<file path="src/rtl/wps_pkg.sv">
package wps_pkg;

  typedef enum logic [1:0] {
    ST_IDLE = 2'd0,
    ST_FILL = 2'd1,
    ST_SPIN = 2'd2
  } phase_t;

  // Remaining-seconds update: step down by one on a tick, saturating at zero.
  function automatic logic [31:0] count_down(input logic [31:0] rem, input logic tick);
    if (tick && rem != 32'd0) return rem - 32'd1;
    return rem;
  endfunction

  // Prescaler wrap test: true on the last cycle of a second.
  function automatic logic at_wrap(input logic [31:0] cnt, input logic [31:0] period);
    return cnt == period - 32'd1;
  endfunction

endpackage

</file>
<file path="src/rtl/wps_sync.sv">
module wps_sync (
  input  logic clk,
  input  logic rst_n,
  input  logic async_i,
  output logic sync_o
);
  logic meta_q, stab_q;

  always_ff @(posedge clk) begin
    if (!rst_n) begin
      meta_q <= 1'b0;
      stab_q <= 1'b0;
    end else begin
      meta_q <= async_i;
      stab_q <= meta_q;
    end
  end

  assign sync_o = stab_q;
endmodule

</file>
<file path="src/rtl/wps_tick.sv">
module wps_tick #(
  parameter int unsigned TICKS_PER_SEC = 100_000_000
) (
  input  logic clk,
  input  logic rst_n,
  input  logic run_i,
  output logic tick_o
);
  generate
    if (TICKS_PER_SEC <= 1) begin : g_every_cycle
      assign tick_o = run_i;
    end else begin : g_divider
      localparam int unsigned CW = $clog2(TICKS_PER_SEC);
      logic [CW-1:0] cnt_q;
      logic          wrap;

      assign wrap   = wps_pkg::at_wrap(32'(cnt_q), 32'(TICKS_PER_SEC));
      assign tick_o = run_i && wrap;

      always_ff @(posedge clk) begin
        if (!rst_n || !run_i) cnt_q <= '0;
        else if (wrap)        cnt_q <= '0;
        else                  cnt_q <= cnt_q + 1'b1;
      end

      // ticks are spaced apart, never back to back
      assert_tick_spaced_R5: assert property (@(posedge clk) disable iff (!rst_n)
        tick_o |=> !tick_o);
    end
  endgenerate

  // no tick outside the rotation phase
  assert_tick_only_running_R5: assert property (@(posedge clk) disable iff (!rst_n)
    tick_o |-> run_i);
endmodule

</file>
<file path="src/rtl/wps_ctrl.sv">
module wps_ctrl #(
  parameter int unsigned DUR_W = 8,
  parameter int unsigned SPD_W = 3
) (
  input  logic             clk,
  input  logic             rst_n,
  input  logic             start_i,
  input  logic             level_s_i,
  input  logic             tick_i,
  input  logic [DUR_W-1:0] dur_i,
  input  logic [SPD_W-1:0] speed_i,
  output logic             spin_o,
  output logic             valve_o,
  output logic             drum_en_o,
  output logic [SPD_W-1:0] drum_speed_o,
  output logic             done_o
);
  import wps_pkg::*;

  phase_t           state_q;
  logic [DUR_W-1:0] dur_q, rem_q;
  logic [SPD_W-1:0] spd_q;
  logic             done_q;

  // Named internal events
  logic start_take, fill_exit, spin_exit;
  assign start_take = (state_q == ST_IDLE) && start_i;
  assign fill_exit  = (state_q == ST_FILL) && level_s_i;
  assign spin_exit  = (state_q == ST_SPIN) && (rem_q == '0);

  always_ff @(posedge clk) begin
    if (!rst_n) begin
      state_q <= ST_IDLE;
      dur_q   <= '0;
      rem_q   <= '0;
      spd_q   <= '0;
      done_q  <= 1'b0;
    end else begin
      done_q <= 1'b0;
      unique case (state_q)
        ST_IDLE: if (start_take) begin
          state_q <= ST_FILL;
          dur_q   <= dur_i;
          spd_q   <= speed_i;
        end
        ST_FILL: if (fill_exit) begin
          state_q <= ST_SPIN;
          rem_q   <= dur_q;
        end
        ST_SPIN: if (spin_exit) begin
          state_q <= ST_IDLE;
          done_q  <= 1'b1;
        end else begin
          rem_q <= DUR_W'(count_down(32'(rem_q), tick_i));
        end
        default: state_q <= ST_IDLE;
      endcase
    end
  end

  assign spin_o       = (state_q == ST_SPIN);
  assign valve_o      = (state_q == ST_FILL);
  assign drum_en_o    = spin_o;
  assign drum_speed_o = spin_o ? spd_q : '0;
  assign done_o       = done_q;

  // valve and drum are exclusive
  assert_valve_drum_excl_R9: assert property (@(posedge clk) disable iff (!rst_n)
    !(valve_o && drum_en_o));
  // done is a single-cycle pulse
  assert_done_single_R7: assert property (@(posedge clk) disable iff (!rst_n)
    done_o |=> !done_o);
  // done follows the end of rotation
  assert_done_after_spin_R7: assert property (@(posedge clk) disable iff (!rst_n)
    spin_exit |=> (done_o && !drum_en_o && !valve_o));
  // a synchronised level closes the valve at the next edge
  assert_valve_closes_R3: assert property (@(posedge clk) disable iff (!rst_n)
    fill_exit |=> (!valve_o && drum_en_o));
  // remaining time moves only on a tick
  assert_rem_holds_R5: assert property (@(posedge clk) disable iff (!rst_n)
    (spin_o && !spin_exit && !tick_i) |=> $stable(rem_q));
  // a start pulse during rotation does not reopen the valve
  assert_start_ignored_R8: assert property (@(posedge clk) disable iff (!rst_n)
    (spin_o && !spin_exit && start_i) |=> !valve_o);
  // captured speed stays fixed while the drum turns
  assert_speed_stable_R2: assert property (@(posedge clk) disable iff (!rst_n)
    (spin_o && !spin_exit) |=> $stable(drum_speed_o));
endmodule

</file>
<file path="src/rtl/wash_phase_seq.sv">
module wash_phase_seq #(
  parameter int unsigned TICKS_PER_SEC = 100_000_000,
  parameter int unsigned DUR_W         = 8,
  parameter int unsigned SPD_W         = 3
) (
  input  logic             clk,
  input  logic             rst_n,
  input  logic             start_i,
  input  logic             level_ok_i,
  input  logic [DUR_W-1:0] dur_i,
  input  logic [SPD_W-1:0] speed_i,
  output logic             valve_o,
  output logic             drum_en_o,
  output logic [SPD_W-1:0] drum_speed_o,
  output logic             done_o
);
  logic level_s, spin, sec_tick;

  wps_sync u_sync (
    .clk     (clk),
    .rst_n   (rst_n),
    .async_i (level_ok_i),
    .sync_o  (level_s)
  );

  wps_tick #(.TICKS_PER_SEC(TICKS_PER_SEC)) u_tick (
    .clk    (clk),
    .rst_n  (rst_n),
    .run_i  (spin),
    .tick_o (sec_tick)
  );

  wps_ctrl #(.DUR_W(DUR_W), .SPD_W(SPD_W)) u_ctrl (
    .clk          (clk),
    .rst_n        (rst_n),
    .start_i      (start_i),
    .level_s_i    (level_s),
    .tick_i       (sec_tick),
    .dur_i        (dur_i),
    .speed_i      (speed_i),
    .spin_o       (spin),
    .valve_o      (valve_o),
    .drum_en_o    (drum_en_o),
    .drum_speed_o (drum_speed_o),
    .done_o       (done_o)
  );
endmodule

</file>
<file path="config.mk">
export PLATFORM = sky130hd
export DESIGN_NAME = wash_phase_seq
export DESIGN_NICKNAME = d
export VERILOG_FILES = /design/src/rtl/wps_pkg.sv /design/src/rtl/wps_sync.sv /design/src/rtl/wps_tick.sv /design/src/rtl/wps_ctrl.sv /design/src/rtl/wash_phase_seq.sv
export SDC_FILE = /design/constraint.sdc
export NUM_CORES = 1
export LEC_CHECK = 0
export ABC_AREA = 0
export BUFFER_PORTS_ARGS = -buffer_cell sky130_fd_sc_hd__buf_2
export CAP_MARGIN = 0
export CORE_MARGIN = 4
export CORE_UTILIZATION = 40
export CTS_CLUSTER_DIAMETER = 50
export DETAILED_ROUTE_END_ITERATION = 16
export GPL_ROUTABILITY_DRIVEN = 0
export GPL_TIMING_DRIVEN = 0
export SLEW_MARGIN = 30
export SYNTH_ARGS = -nofsm -noshare
export SYNTH_HDL_FRONTEND = slang
export SYNTH_SLANG_ARGS = --single-unit
</file>
<file path="constraint.sdc">
create_clock -name clk -period 3.2 [get_ports clk]
set_clock_uncertainty 0.1 [all_clocks]
set_input_delay 0.48 -clock clk [delete_from_list [all_inputs] [get_ports clk]]
set_output_delay 0.48 -clock clk [all_outputs]
set_load 0.02 [all_outputs]
</file>
=== Word level (Yosys, flattened, before mapping) ===
Cells that the tools add are included.

* RAM bits: 0
* Memory bits (read-only): 0
* Word-level logic and storage cells: 50
* Latch bits: 0
* Memories kept: 0
* Bits in registers: 51

* Multipliers: 0
* Add/sub/neg operators: 2
* Divide/modulo/power cells: 0
* Bitwise logic cells: 0
* Magnitude comparators: 0
* Reductions and logical operators: 17
* Mux-type cells: 15
* Shift operators: 0
* Equal/unequal tests: 8

{| class="wikitable"
|+ Operators by type and width
! cell !! number
|-
| 8-bit two-way mux || 4
|-
| 27-bit by 1-bit adder with 27-bit output (second input constant) || 1
|-
| 27-bit == test (second input constant) || 1
|-
| 8-bit one-hot mux with 2 select lines || 1
|-
| 8-bit logical NOT || 1
|-
| 8-bit nonzero test || 1
|-
| 8-bit by 1-bit subtractor with 8-bit output (second input constant) || 1
|-
| 2-bit two-way mux || 3
|-
| 2-bit inequality test (second input constant) || 3
|-
| 2-bit one-hot mux with 3 select lines || 1
|-
| 1-bit logical AND || 5
|-
| 1-bit two-way mux || 5
|-
| 2-bit by 1-bit inequality test with 1-bit output (second input constant) || 2
|-
| 2-bit AND reduction || 2
|-
| 4-bit AND reduction || 1
|-
| 3-bit two-way mux || 1
|-
| 3-bit AND reduction || 1
|-
| 2-bit by 1-bit == test with 1-bit output (second input constant) || 1
|-
| 2-bit == test (second input constant) || 1
|-
| 1-bit logical NOT || 2
|-
| 2-bit logical NOT || 1
|-
| 2-bit nonzero test || 1
|-
| 2-bit OR reduction || 1
|-
| 1-bit logical OR || 1
|}

=== Longest topological paths before layout ===
* Depth after elaboration: 10
* Depth in mapped cells: 7
* Mapped depth without buffers: 7

=== Hierarchy ===
Synthesis repeated with hierarchy kept, for this count alone.

* Cells, all modules: 309
* Area, all modules: 2531.2 µm²

{| class="wikitable"
|+ By module, submodules not included
! module !! instances !! area an instance (µm²) !! sequential area each (µm²) !! cells each
|-
| wps_tick || 1 || 1391.3 || 540.5 || 164
|-
| wps_ctrl || 1 || 1087.3 || 440.4 || 141
|-
| wps_sync || 1 || 52.6 || 40.0 || 4
|}

=== Worst setup path before layout ===
No wires, ideal clock.

* Kind: register -> register
* Start: register u_ctrl.rem_q[0]
* End: register u_ctrl.rem_q[4]
* Library setup time: 0.126 ns
* Arrival time: 1.597 ns
* Clock period less this slack: 1.823 ns
* Cell stages (with the launch flop): 8
* Required time: 2.974 ns
* Slack: 1.377 ns
* Path buffers: 0
* Cells stage by stage: dfxtp_1 inv_1 ha_1 nor4b_1 a21o_1 and2_2 a2111oi_4 o31ai_2

* Longest elaborated chain between the ends: 8
* Elaborated cells between the ends (all ways): 16

{| class="wikitable"
|+ Ends and longest elaborated chain
! element !! line !! text
|-
| start, declared || wps_ctrl.sv:21 || <nowiki>logic [DUR_W-1:0] dur_q, rem_q;</nowiki>
|-
| start signal, assigned || wps_ctrl.sv:48 || <nowiki>rem_q <= dur_q;</nowiki>
|-
| start signal, assigned || wps_ctrl.sv:54 || <nowiki>rem_q <= DUR_W'(count_down(32'(rem_q), tick_i));</nowiki>
|-
| branches (longest 8 deep; another with 8-bit by 1-bit subtractor with 8-bit output) || - ||
|}

Several ways; the timed one is not identified. The select of a mux whose other input is x is not followed.
A chain may end at the register's enable or synchronous reset.

=== Worst setup path after layout ===
* Start: register u_ctrl.state_q[0]
* End: output port drum_speed_o[1]

* Longest elaborated chain between the ends: 2

{| class="wikitable"
|+ Ends and longest elaborated chain
! element !! line !! text
|-
| start, declared || wps_ctrl.sv:20 || <nowiki>phase_t state_q;</nowiki>
|-
| start signal, assigned || wps_ctrl.sv:33 || <nowiki>state_q <= ST_IDLE;</nowiki>
|-
| start signal, assigned || wps_ctrl.sv:42 || <nowiki>state_q <= ST_FILL;</nowiki>
|-
| start signal, assigned || wps_ctrl.sv:47 || <nowiki>state_q <= ST_SPIN;</nowiki>
|-
| 2-bit == test || wps_ctrl.sv:61 || <nowiki>assign spin_o = (state_q == ST_SPIN);</nowiki>
|-
| 3-bit two-way mux || wps_ctrl.sv:64 || <nowiki>assign drum_speed_o = spin_o ? spd_q : '0;</nowiki>
|-
| end, declared || wash_phase_seq.sv:14 || <nowiki>output logic [SPD_W-1:0] drum_speed_o,</nowiki>
|}

Every way passes these cells.

==> results.py <==
metrics = {
    "run_status": {
        "outcome": "finished, final reports clean",
    },
    "logic_synthesis": {
        "synth_area_sq_mm": 0.00247,
        "syn_nets": 302,
        "synthCells": 284,
        "seq_area_frac_synth_pct": 41.3,
        "synth_seq_cells": 51,
        "synth_adder_area_share_pct": 1.52,
        "synth_warnings": 0,
        "yosys_most_used_dff": "dfxtp_1",
        "synth-edff-count": 0,
        "yosys.area.top_type_share_pct": 41.3,
        "post-synth-top-area-cell": "dfxtp_1",
        "syn_area_per_cell_sq_um": 8.71,
        "synth-xor-area-share_pct": 8.50,
        "yosys-top-cells-area": "dfxtp_1 (41%), xor2_1 (7.1%), nand2_1 (6.2%), nor2_1 (4.6%), a21oi_1 (4.2%)",
        "synthArstFlopShare_pct": 0,
        "synth_top_family_by_area": "simple AND/OR/NAND/NOR gates",
        "synth_compound_area_share_pct": 13.3,
        "synthSimpleGateAreaFrac_pct": 31.8,
        "synthMuxAreaShare_pct": 0.455,
        "synth_cell_types": 52,
    },
    "run": {
        "cap_violations": 0,
    },
    "placed_design": {
        "place_area_sq_mm": 0.00267,
        "place_ws_ns": 1.19,
        "dp_hpwl_mm": 3.58,
        "numPortBuffers": 20,
    },
    "power": {
        "p_seq_share_pct": 58.2,
        "leakage_nw": 1.01,
        "clock_power_share_pct": 35.9,
        "p_switching_mw": 0.275,
        "internal_power_mw": 0.849,
        "combPwrFrac_pct": 5.9,
        "powerDensity_mw_per_mm2": 407,
        "peakVddDrop_mv": 0.249,
        "swShare_pct": 24.5,
    },
    "clocking": {
        "post_cts_buffers": 0,
        "clock-sinks": 51,
        "clk_path_buf_depth": 2,
        "h-tree-depth": 2,
        "post_cts_resized": 0,
        "clk_root_buffer_cell": "clkbuf_8",
        "cts-buffers-inserted": 5,
        "tritoncts": "built",
        "hold_buffers": 0,
        "insertion_delay_ns": 0.31,
        "clk_pin_slew_ns": 0.10,
    },
    "cells_and_area": {
        "drive_above_1_share_pct": 16.3,
        "final_area_sq_mm": 0.00277,
        "antenna-diode-count": 0,
        "nNetsFinal": 329,
        "syn_to_final_growth_pct": 11.8,
    },
    "floorplanning": {
        "io_pins": 21,
        "die_height_um": 86.6,
        "die_w_um": 86.6,
        "fp-row-count": 28,
        "core-area_sq_mm": 0.00596,
        "start_util_pct": 41.5,
        "die_area_sq_mm": 0.00751,
    },
    "detailed_routing": {
        "drc": 0,
        "drtPass1Iterations": 4,
        "highest_layer": "met4",
        "routedWlPerCell_um": 12.9,
        "wl_met1_mm": 2.69,
        "dr_total_vias": 1993,
        "via_per_inst": 5.15,
        "route.met2.wl_mm": 2.09,
        "first_iter_violations": 84,
        "wl_mm": 4.99,
        "ant_nets": 0,
        "wl_met3_um": 149,
    },
    "setup_path": {
        "cp.arrival_ns": 1.68,
        "worst_ep_required_time_ns": 2.62,
        "crit_fanout": 10,
        "worst_setup_path_start_kind": "register",
        "crit_type": "register to primary output",
        "end_kind": "primary output",
    },
    "timing": {
        "fmax_mhz": 442,
        "finalSetupViolCount": 0,
        "rsz0062_at_grt": "no",
        "min_period_ns": 2.26,
        "max_slew_margin_pct": 61.7,
        "fin_crit_sh_pct": 70.7,
        "worst_slack_ns": 0.938,
        "slew_viol_final": 0,
        "worstMarginPinSlew_ns": 0.572,
        "hold_violations": 0,
        "fin_setup_tns_ns": 0,
    },
    "global_route": {
        "antenna_found_initial": 0,
        "grt_max_degree": 17,
        "grt_pass1_wl_mm": 8.81,
        "first_global_vias": 1866,
        "grt_overflow": 0,
        "grtUsageTotal_pct": 14.5,
    },
    "worst_hold_path": {
        "hold_path_class": "input pin to register",
    },
}
layout by cell type (no fill, tap or decap), drive strengths merged, types with 2 or more instances in the layout:
cell type and count:
nand4b 2, xnor2 4, or3 2, clkbuf 10, o31ai 5, a21oi 21
xor2 20, and2 9, ha 3, nor4b 3, dfxtp 51, nand2b 4
and3 6, inv 5, and4 2, nand3 18, nand2 42, buf 26
clkinv 3, nand4 9, a2111oi 2, nor2 30, o21ai 10, o211ai 2
nor3 6, nor4 4
registers in the layout, summed over array words and instances, names as in the netlist:
name / flops
u_tick.g_divider.cnt_q: 27
u_ctrl.dur_q: 8
u_ctrl.rem_q: 8
u_ctrl.spd_q: 3
u_ctrl.state_q: 2
u_ctrl.done_o: 1
u_sync.meta_q: 1
u_sync.sync_o: 1
worst max-delay path: stages, from the launching register on:
cell      delay [ns]
dfxtp_1         0.41
nand2b_1        0.12
buf_4           0.17
clkinv_1        0.26
and2_1          0.26
buf_2           0.15
power groups by stage:
stage | sequential [mW] | combinational, mW | clock (mW)
floorplan | 0.667 | 0.0452 | 0
global placement | 0.669 | 0.0662 | 0
detailed placement | 0.669 | 0.0662 | 0
CTS | 0.655 | 0.0666 | 0.416
global route | 0.657 | 0.0756 | 0.439
finish | 0.655 | 0.0667 | 0.403
kinds of logic (layout without fill, tap and decap cells):
kind of cell / count (synthesis) / count (layout)
mux: 1 / 1
flops: 51 / 51
buf+inv: 17 / 45
simple gates: 142 / 142
fa+ha+maj: 3 / 3
xor+xnor: 24 / 24
compound gates: 46 / 46
final cells by class:
| cell class | count | area [sq um] |
|---|---|---|
| sequential | 51 | 1020 |
| clock buffer | 6 | 82.6 |
| clock inverter | 2 | 16.3 |
| inverter | 7 | 26.3 |
| timing repair buffer | 20 | 100 |
| multi-input combinational | 216 | 1370 |
| tap | 75 | 93.8 |
| fill | 589 | 3190 |
| buffer | 10 | 52.6 |
per-layer routing:
metal / vias up / track usage [%]
met3: 7 / 2.28
li1: 1046 / -
met2: 28 / 21.7
met1: 912 / 21.3
met5: - / 0
met4: 0 / 4.25
Yosys cell counts, types with 2 or more instances:
library cell and count:
a21oi_1 21, and2_1 7, and3_1 6, and4_1 2, buf_2 3, buf_4 3, clkbuf_1 4, clkinv_1 2
dfxtp_1 51, ha_1 3, inv_1 5, nand2_1 41, nand2b_1 4, nand3_1 17, nand4_1 8, nor2_1 30
nor3_1 4, nor4_1 4, nor4b_4 2, o211ai_1 2, o21ai_0 8, o31ai_1 4, or3_1 2, xnor2_1 4
xor2_1 20
path summary, 6_finish.rpt:
kind / start / endpoint / slack, ns / depth (start not counted)
setup / recovery: u_ctrl.state_q[0]$_SDFFE_PN0P_ / drum_speed_o[1] / 0.94 / 5
hold / removal: level_ok_i / u_sync.meta_q$_SDFF_PN0_ / 0.28 / 2
setup reg to reg: u_ctrl.rem_q[0]$_SDFFE_PN0P_ / u_ctrl.rem_q[4]$_SDFFE_PN0P_ / 1.17 / 7
hold reg to reg: u_sync.meta_q$_SDFF_PN0_ / u_sync.sync_o$_SDFF_PN0_ / 0.33 / 1
stage by stage:
step | hold slack [ns] | util (%) | total power [mW] | std cells
final | 0.284 | 46.4 | 1.12 | 387
after global routing | 0.299 | 46.4 | 1.17 | 387
after CTS | 0.279 | 46.4 | 1.14 | 387
after detailed placement | 0.319 | 44.8 | 0.736 | 379
after global placement | 0.314 | 44.8 | 0.736 | 379
after floorplan | 0.312 | - | 0.712 | 284
Note: power is estimated with default switching activity, not from simulation.
